--- config.mk ---
export PLATFORM = sky130hd
export DESIGN_NAME = bcd_xs3_serial
export DESIGN_NICKNAME = d
export VERILOG_FILES = /design/src/rtl/bcd_xs3_pkg.sv /design/src/rtl/bcd_xs3_and_plane.sv /design/src/rtl/bcd_xs3_or_plane.sv /design/src/rtl/bcd_xs3_serial.sv
export SDC_FILE = /design/constraint.sdc
export NUM_CORES = 1
export LEC_CHECK = 0
export ABC_AREA = 1
export ABC_CLOCK_PERIOD_IN_PS = 1800
export BUFFER_PORTS_ARGS = -buffer_cell sky130_fd_sc_hd__buf_2
export CAP_MARGIN = 20
export CORE_AREA = 5 5 42 44
export CTS_CLUSTER_SIZE = 8
export DETAILED_ROUTE_END_ITERATION = 10
export DIE_AREA = 0 0 47 49
export SYNTH_ARGS = -nofsm -noshare
export SYNTH_HDL_FRONTEND = slang
export SYNTH_SLANG_ARGS = --single-unit
--- constraint.sdc ---
create_clock -name clk -period 1.8 [get_ports clk]
set_input_delay 0.54 -clock clk [delete_from_list [all_inputs] [get_ports clk]]
set_output_delay 0.54 -clock clk [all_outputs]
set_load 0.005 [all_outputs]
--- src/rtl/bcd_xs3_pkg.sv ---
package bcd_xs3_pkg;

    localparam int PLANE_INS   = 4;   // {s2, s1, s0, x}
    localparam int PLANE_TERMS = 7;
    localparam int PLANE_OUTS  = 4;   // {s2 next, s1 next, s0 next, z}
    localparam int STATE_BITS  = 3;
    localparam int DIGIT_BITS  = 4;
    localparam int PHASE_W     = $clog2(DIGIT_BITS);

    typedef logic [PLANE_INS-1:0]   plane_in_t;
    typedef logic [PLANE_TERMS-1:0] term_vec_t;
    typedef logic [PLANE_OUTS-1:0]  plane_out_t;

    typedef struct packed {
        logic s2;
        logic s1;
        logic s0;
    } state_t;

    typedef struct packed {
        state_t st;
        logic   z;
    } step_t;

    // Terms listed from index 6 down to index 0.
    // t0: s1'          t1: s2           t2: s2 s1 s0
    // t3: s2 s0' x'    t4: s2' s1' x    t5: s0' x'     t6: s0 x
    localparam logic [PLANE_TERMS-1:0][PLANE_INS-1:0] TERM_CARE = {
        4'b0011, 4'b0011, 4'b1101, 4'b1011, 4'b1110, 4'b1000, 4'b0100
    };
    localparam logic [PLANE_TERMS-1:0][PLANE_INS-1:0] TERM_VALUE = {
        4'b0011, 4'b0000, 4'b0001, 4'b1000, 4'b1110, 4'b1000, 4'b0000
    };
    localparam logic [PLANE_TERMS-1:0][PLANE_OUTS-1:0] TERM_FEED = {
        4'b0001, 4'b0001, 4'b0010, 4'b0010, 4'b0010, 4'b0100, 4'b1000
    };

endpackage

--- src/rtl/bcd_xs3_and_plane.sv ---
module bcd_xs3_and_plane #(
    parameter int INS   = 4,
    parameter int TERMS = 7,
    parameter logic [TERMS-1:0][INS-1:0] CARE  = '0,
    parameter logic [TERMS-1:0][INS-1:0] VALUE = '0
) (
    input  logic [INS-1:0]   lits,
    output logic [TERMS-1:0] terms
);

    for (genvar t = 0; t < TERMS; t++) begin : g_term
        // A term is true when every cared-about literal matches its value.
        assign terms[t] = ~|((lits ^ VALUE[t]) & CARE[t]);
    end

endmodule

--- src/rtl/bcd_xs3_or_plane.sv ---
module bcd_xs3_or_plane #(
    parameter int TERMS = 7,
    parameter int OUTS  = 4,
    parameter logic [TERMS-1:0][OUTS-1:0] FEED = '0
) (
    input  logic [TERMS-1:0] terms,
    output logic [OUTS-1:0]  sums
);

    for (genvar o = 0; o < OUTS; o++) begin : g_sum
        logic [TERMS-1:0] picked;
        for (genvar t = 0; t < TERMS; t++) begin : g_pick
            assign picked[t] = terms[t] & FEED[t][o];
        end
        assign sums[o] = |picked;
    end

endmodule

--- src/rtl/bcd_xs3_serial.sv ---
module bcd_xs3_serial
    import bcd_xs3_pkg::*;
(
    input  logic                  clk,
    input  logic                  rst,
    input  logic                  x,
    output logic                  z,
    output logic [STATE_BITS-1:0] state
);

    state_t     state_q;
    step_t      step_d;
    plane_in_t  lits;
    term_vec_t  terms;
    plane_out_t sums;

    assign lits = {state_q.s2, state_q.s1, state_q.s0, x};

    bcd_xs3_and_plane #(
        .INS   (PLANE_INS),
        .TERMS (PLANE_TERMS),
        .CARE  (TERM_CARE),
        .VALUE (TERM_VALUE)
    ) i_and_plane (
        .lits  (lits),
        .terms (terms)
    );

    bcd_xs3_or_plane #(
        .TERMS (PLANE_TERMS),
        .OUTS  (PLANE_OUTS),
        .FEED  (TERM_FEED)
    ) i_or_plane (
        .terms (terms),
        .sums  (sums)
    );

    always_comb begin
        step_d.st.s2 = sums[3];
        step_d.st.s1 = sums[2];
        step_d.st.s0 = sums[1];
        step_d.z     = sums[0];
    end

    always_ff @(posedge clk) begin
        if (rst) begin
            state_q <= '0;
        end else begin
            state_q <= step_d.st;
        end
    end

    assign z     = step_d.z;
    assign state = state_q;

    // Assertion support: cycles since reset, modulo the digit length.
    logic [PHASE_W-1:0] phase_q;
    logic               run_q;

    always_ff @(posedge clk) begin
        if (rst) begin
            phase_q <= '0;
            run_q   <= 1'b0;
        end else begin
            phase_q <= phase_q + 1'b1;
            run_q   <= 1'b1;
        end
    end

    AST_S2_INVERTS_S1: assert property (@(posedge clk) disable iff (rst)
        run_q |-> (state_q.s2 == !$past(state_q.s1)));

    AST_S1_TAKES_S2: assert property (@(posedge clk) disable iff (rst)
        run_q |-> (state_q.s1 == $past(state_q.s2)));

    AST_S0_TERMS_EXCLUSIVE: assert property (@(posedge clk) disable iff (rst)
        $onehot0(terms[4:2]));

    AST_Z_MATCHES_INPUT: assert property (@(posedge clk) disable iff (rst)
        z == (x == state_q.s0));

    AST_DIGIT_WRAP: assert property (@(posedge clk) disable iff (rst)
        (phase_q == '0) |-> (state_q == '0));

endmodule

== Word level (Yosys, flattened, before mapping) ==
Index checks and enable logic that the tools add are counted.

* Bits in registers: 3
* Output and inout bits: 4
* Word-level logic and storage cells: 20
* Bits of input ports: 3

* Bitwise operators: 4
* Reductions and logical operators: 13

{| class="wikitable"
|+ Operators with widths
! operator !! count
|-
| OR reduction 3 bit || 4
|-
| zero test 1 bit || 6
|-
| OR reduction 2 bit || 3
|-
| inverter 3 bit || 1
|-
| inverter 1 bit || 2
|-
| inverter 2 bit || 1
|}

== Logic depth before layout (Yosys ltp) ==
Gate-level depths: netlist (run 1).

* Depth in word-level cells: 4
* Gate-level depth with buffers: 6

== Cells and area by module ==
A second synthesis (run 1) with hierarchy kept.

* Cells, all modules: 29
* Area total of the unflattened synthesis: 181.4 µm²

{| class="wikitable"
|+ By module, submodules not included
! module !! area an instance (µm²) !! sequential area each (µm²) !! cells each !! instances
|-
| bcd_xs3_serial || 82.6 || 60.1 || 9 || 1
|-
| bcd_xs3_and_plane || 66.3 || 0.0 || 14 || 1
|-
| bcd_xs3_or_plane || 32.5 || 0.0 || 6 || 1
|}

== Worst setup path before layout (run 1) ==
OpenSTA, ideal clock, no wires.

* Path type: input port to output port
* From: input port x
* To: output port z
* Path buffers: 0
* Stages on the path: 3
* Arrival: 0.890 ns
* Path slack: 0.370 ns
* Cell sequence: inv_1 -> ha_1 -> inv_1

* Cells in the longest elaborated chain, start to end: 4
* Elaborated cells between the ends (all ways): 6
* Those cells by class: bitwise: 1; reduce/logical: 5

{| class="wikitable"
|+ RTL lines
! what !! RTL line !! text
|-
| from (decl) || bcd_xs3_serial.sv:6 || <nowiki>input logic x,</nowiki>
|-
| inverter 2 bit (no source line) || n/a ||
|-
| OR reduction 2 bit || bcd_xs3_and_plane.sv:13 || <nowiki>assign terms[t] = ~|((lits ^ VALUE[t]) & CARE[t]);</nowiki>
|-
| zero test 1 bit || bcd_xs3_and_plane.sv:13 ||
|-
| OR reduction 2 bit (*) || bcd_xs3_or_plane.sv:15 || <nowiki>assign sums[o] = |picked;</nowiki>
|-
| to (decl) || bcd_xs3_serial.sv:7 || <nowiki>output logic z,</nowiki>
|}

Every way passes the cells marked *; elsewhere a longest branch is shown, timed or not.

== Worst setup path after layout (run 1) ==
Ends and elaborated chain as after synthesis.

==> metrics.yaml, run 1 <==
cts_hold_buf: 0
fmax_ghz: 0.613
outcome: "finished, final reports clean"
cts_tree: "built"
fin_crit_ns: 1.63
yosysUniqueCellTypes: 7
endpoint: "z"
critical_path.startpoint_type: "primary input"
setup-tns-final_ns: 0
drtIter0Drc: 0
cp.depth: 5
hold_path.class: "flop to flop"
synth_nets: 26
post_cts_buffers: 0
hold_ws_ns: 0.454
wl_per_cell_um: 6.47
cp_slowest_cell: "ha_1"
die_w_um: 47
power.density_mw_per_mm2: 1010
vdd_drop_max_mv: 0.401
syn2layout_area_growth_pct: 47.0
cts.clk_slew.worst_paths_ns: 0.04
antenna_found_initial: 0
synth_seq_cells: 3
cellLeakagePower_uw: 0.000133
drt_first_pass_iters: 1
fillers: 174
vias: 134
clock_latency_ns: 0.23
dp_hpwl_um: 234
drc: 0
ctsResizeCount: 0
io_pins: 7
gp_congestion: 0.668
synth_cells: 22
finClkSkew_ns: 0.00381
cp_max_fo: 2
rsz0062_at_grt: "no"
worstPathCellList: "buf_2 -> inv_1 -> ha_1 -> inv_1 -> buf_2"
grt_max_degree: 5
die_h_um: 49
endpoint_kind: "primary output"
r2r_cells: 6
largest_register_ffs: 3
slowest_delay_ns: 0.28
grt_pass1_vias: 140
grt_first_pass_wirelength_um: 531
grt_usage: 0.0387
register_area_um2: 60.1
worstPathRequired_ns: 1.26
fin_util: 0.154
final_cell_mix: "8 x inv_1, 6 x buf_2, 5 x nand2_1"
cts_made_buffers: 3
slew_viol_final: 0
path_class: "primary input to primary output"
final_common_cell: "inv_1"
cts_root_buf: "clkbuf_4"
cts_sinks: 3
critPathArrivalTime_ns: 1.09
finalSetupViolCount: 0
placementRows: 14
worst_pin_slew_ns: 0.126
path_buf_inv: 4
yosysWarningCount: 0
r2r_start: "state[0]"
maxSlewHeadroom: 0.916
initial_core_util: 0.104
finalNetCount: 36
io_buffers: 6
ff2ff_setup_slack_ns: 0.88
core_region_area_mm2: 0.00140
reg2reg_to: "state[0]"
cpLargestDelayFamily: "buffers and inverters"
cap_viol_max_count: 0
multiInputGateArea_um2: 48.8
antenna_cells: 0
syn_area_per_cell_um2: 6.65
synthesis.area_um2: 146
cts_buffer_depth: 2
drt-total-wl_um: 304
period_share: 0.906
grt-ovfl-total: 0
drive_gt1_frac: 0.323
ant_nets: 0
routed_via_density: 2.85
crit_start: "x"
hold_viol: 0
die_area_mm2: 0.00230
h-tree-depth: 1
yosysSeqAreaShare: 0.410
-- layout make-up --
type                    instances  area share
clock buffers                   4       0.122
inverters                       8       0.140
multi-input cells              10       0.227
flip-flops and latches          3       0.279
well taps                      16      0.0930
repair buffers                  6       0.140
-- worst reg2reg max path, cell delays in order (launching register included) --
cell and delay, ns:
dfxtp_1 0.33, inv_1 0.05, ha_1 0.17, inv_1 0.05, nand2_1 0.04, nor2_1 0.13
nor2_2 0.05
-- cells by family (layout without fill, tap and decap cells) --
family	count (synthesis)	in the layout	share of synthesized area
flops	3	3	0.410
simple gates	9	9	0.248
buf+inv	9	18	0.256
fa+ha+maj	1	1	0.0855
-- metal layers --
layer,wire [um],vias to the layer above,track usage
met3,14,0,0.0221
met1,153,55,0.0416
met4,0,0,0.0691
met5,0,-,0
li1,-,75,-
met2,135,4,0.0339
-- worst min-delay path by stage --
stage | endpoint | slack [ns] | cells after the start | from
after floorplan | state[1] | 0.44 | 2 | state[2]
after global routing | state[2] | 0.49 | 2 | rst
after detailed placement | state[2] | 0.45 | 1 | state[1]
final | state[2] | 0.45 | 1 | state[1]
after global placement | state[2] | 0.44 | 1 | state[1]
after CTS | state[2] | 0.46 | 1 | state[1]
-- synthesized netlist by cell type (all sizes together) --
library cell | n | area (um^2)
nor2 | 4 | 17.5
nand2 | 5 | 18.8
dfxtp | 3 | 60.1
ha | 1 | 12.5
buf | 1 | 7.51
inv | 8 | 30.0
-- per-stage QoR --
stage | cell area [um^2] | total power, uW | setup slack (ns) | std cells
after floorplan | 146 | 91.5 | 0.370 | 22
after global placement | 189 | 102 | 0.174 | 43
after detailed placement | 189 | 103 | 0.165 | 43
after CTS | 215 | 227 | 0.160 | 47
after global routing | 215 | 241 | 0.142 | 47
final | 215 | 218 | 0.169 | 47
-- where the power goes --
part	internal [uW]	leakage (uW)	switching [uW]	total, uW
clock network	83.0	0.0000150	34.0	117
logic	12.4	0.0000927	13.3	25.7
registers	71.7	0.0000250	3.56	75.3
Note: power is estimated with default switching activity, not from simulation.
==> run 2: changes to the inputs <==
Settings changed: CTS_BUF_LIST set to sky130_fd_sc_hd__clkbuf_8.
==> metrics.yaml, run 2 (synthesis gave the netlist of run 1 again) <==
period_share: 0.906  # unchanged
cts_tree: "built"
fin_crit_ns: 1.63  # unchanged
cts_sinks: 3  # unchanged
cts_root_buf: "clkbuf_8"
r2r_start: "state[0]"
gp_congestion: 0.668  # unchanged
critical_path.startpoint_type: "primary input"
drc: 0  # unchanged
cap_viol_max_count: 0  # unchanged
finClkSkew_ns: 0.00159  # -0.00221 ns
io_buffers: 6  # unchanged
wl_met1_um: 157  # +2.6%
power.density_mw_per_mm2: 1230  # +22%
ant_nets: 0  # unchanged
vias: 134  # unchanged
grt_usage: 0.0394  # +0.000703
post-place-cells: 43  # unchanged
cts_hold_buf: 0  # unchanged
path_class: "primary input to primary output"
placementRows: 14  # unchanged
hp-start: "state[1]"
highest_layer: "met3"
slew_viol_final: 0  # unchanged
grt-ovfl-total: 0  # unchanged
worst_pin_slew_ns: 0.134  # +0.00843 ns
drt-total-wl_um: 310  # +2.0%
grt_first_pass_wirelength_um: 545  # +2.6%
antenna_found_initial: 0  # unchanged
routed_via_density: 2.85  # unchanged
initial_core_util: 0.104  # unchanged
clock_latency_ns: 0.21  # -0.02 ns
finalNetCount: 36  # unchanged
cts_made_buffers: 3  # unchanged
grt_max_degree: 5  # unchanged
vdd_drop_max_mv: 0.520  # +30%
die_area_mm2: 0.00230  # unchanged
critPathArrivalTime_ns: 1.09  # about the same
rsz0062_at_grt: "no"
outcome: "finished, final reports clean"
final_cell_mix: "9 x inv_1, 6 x buf_2, 5 x nand2_1"
die_h_um: 49  # unchanged
maxSlewHeadroom: 0.910  # -0.00543
fillers: 170  # -2.3%
worstPathRequired_ns: 1.26  # about the same
largest_register_ffs: 3  # unchanged
placed_cell_area_um2: 189  # unchanged
wl_met3_um: 14  # unchanged
hold_viol: 0  # unchanged
die_w_um: 47  # unchanged
final-instance-count-excl-fill: 47  # unchanged
wl_per_cell_um: 6.60  # +2.0%
io_pins: 7  # unchanged
cts.clk_slew.worst_paths_ns: 0.03  # about the same
grt_pass1_vias: 144  # +2.9%
cts_buffer_depth: 2  # unchanged
crit_start: "x"
finalSetupViolCount: 0  # unchanged
core_region_area_mm2: 0.00140  # unchanged
ctsResizeCount: 0  # unchanged
wl_met2_um: 138  # +2.2%
dp_hpwl_um: 234  # unchanged
drive_gt1_frac: 0.323  # unchanged
setup-tns-final_ns: 0  # unchanged
fin_area_um2: 234  # +8.7%
fin_util: 0.167  # +0.0134
drtIter0Drc: 0  # unchanged
final_common_cell: "inv_1"
post_cts_buffers: 0  # unchanged
drt_first_pass_iters: 1  # unchanged
h-tree-depth: 1  # unchanged
endpoint_kind: "primary output"
fmax_ghz: 0.613  # unchanged
cp_max_fo: 2  # unchanged
cellLeakagePower_uw: 0.000145  # +9.0%
syn2layout_area_growth_pct: 59.8
hold_path.class: "flop to flop"
antenna_cells: 0  # unchanged
## run 2: cell types whose count changed in the layout (fill, tap and decap cells not counted), sizes merged
cell	delta
clkbuf	-1
inv	+1
## run 2: path summary, 6_finish.rpt
path,endpoint,slack [ns],cells after the start
worst max-delay path,z,0.17,5
worst min-delay path,state[2],0.45,1
worst max register to register,state[0],0.88,6
worst min register to register,state[2],0.45,1
## run 2: routing by layer
metal	global-route usage	vias up
met5	0	-
met4	0.0691	0
met3	0.0221	0
met2	0.0362	4
met1	0.0416	55
li1	-	75
## run 2: layout make-up
cell class / instances / area, um^2 / area share
clock inverter: 1 / 3.75 / 0.0160
sequential: 3 / 60.1 / 0.257
multi-input combinational: 10 / 48.8 / 0.209
tap: 16 / 20.0 / 0.0856
timing repair buffer: 6 / 30.0 / 0.128
inverter: 8 / 30.0 / 0.128
clock buffer: 3 / 41.3 / 0.176
## run 2: power breakdown
| group | leakage, uW | switching, uW | internal [uW] |
|---|---|---|---|
| clock | 0.0000269 | 42.1 | 145 |
| sequential | 0.0000250 | 3.61 | 71.8 |
| combinational | 0.0000927 | 13.3 | 12.4 |
| total | 0.000145 | 59.1 | 229 |
## run 2: critical path, stage by stage
cell and delay [ns]:
buf_2 0.09, inv_1 0.04, ha_1 0.28, inv_1 0.05, buf_2 0.10
## run 2: through the flow
step | power (uW) | setup slack, ns | hold slack (ns)
floorplan | 91.5 | 0.370 | 0.438
global placement | 102 | 0.174 | 0.443
detailed placement | 103 | 0.165 | 0.450
CTS | 297 | 0.160 | 0.459
global route | 314 | 0.142 | 0.491
finish | 288 | 0.169 | 0.455
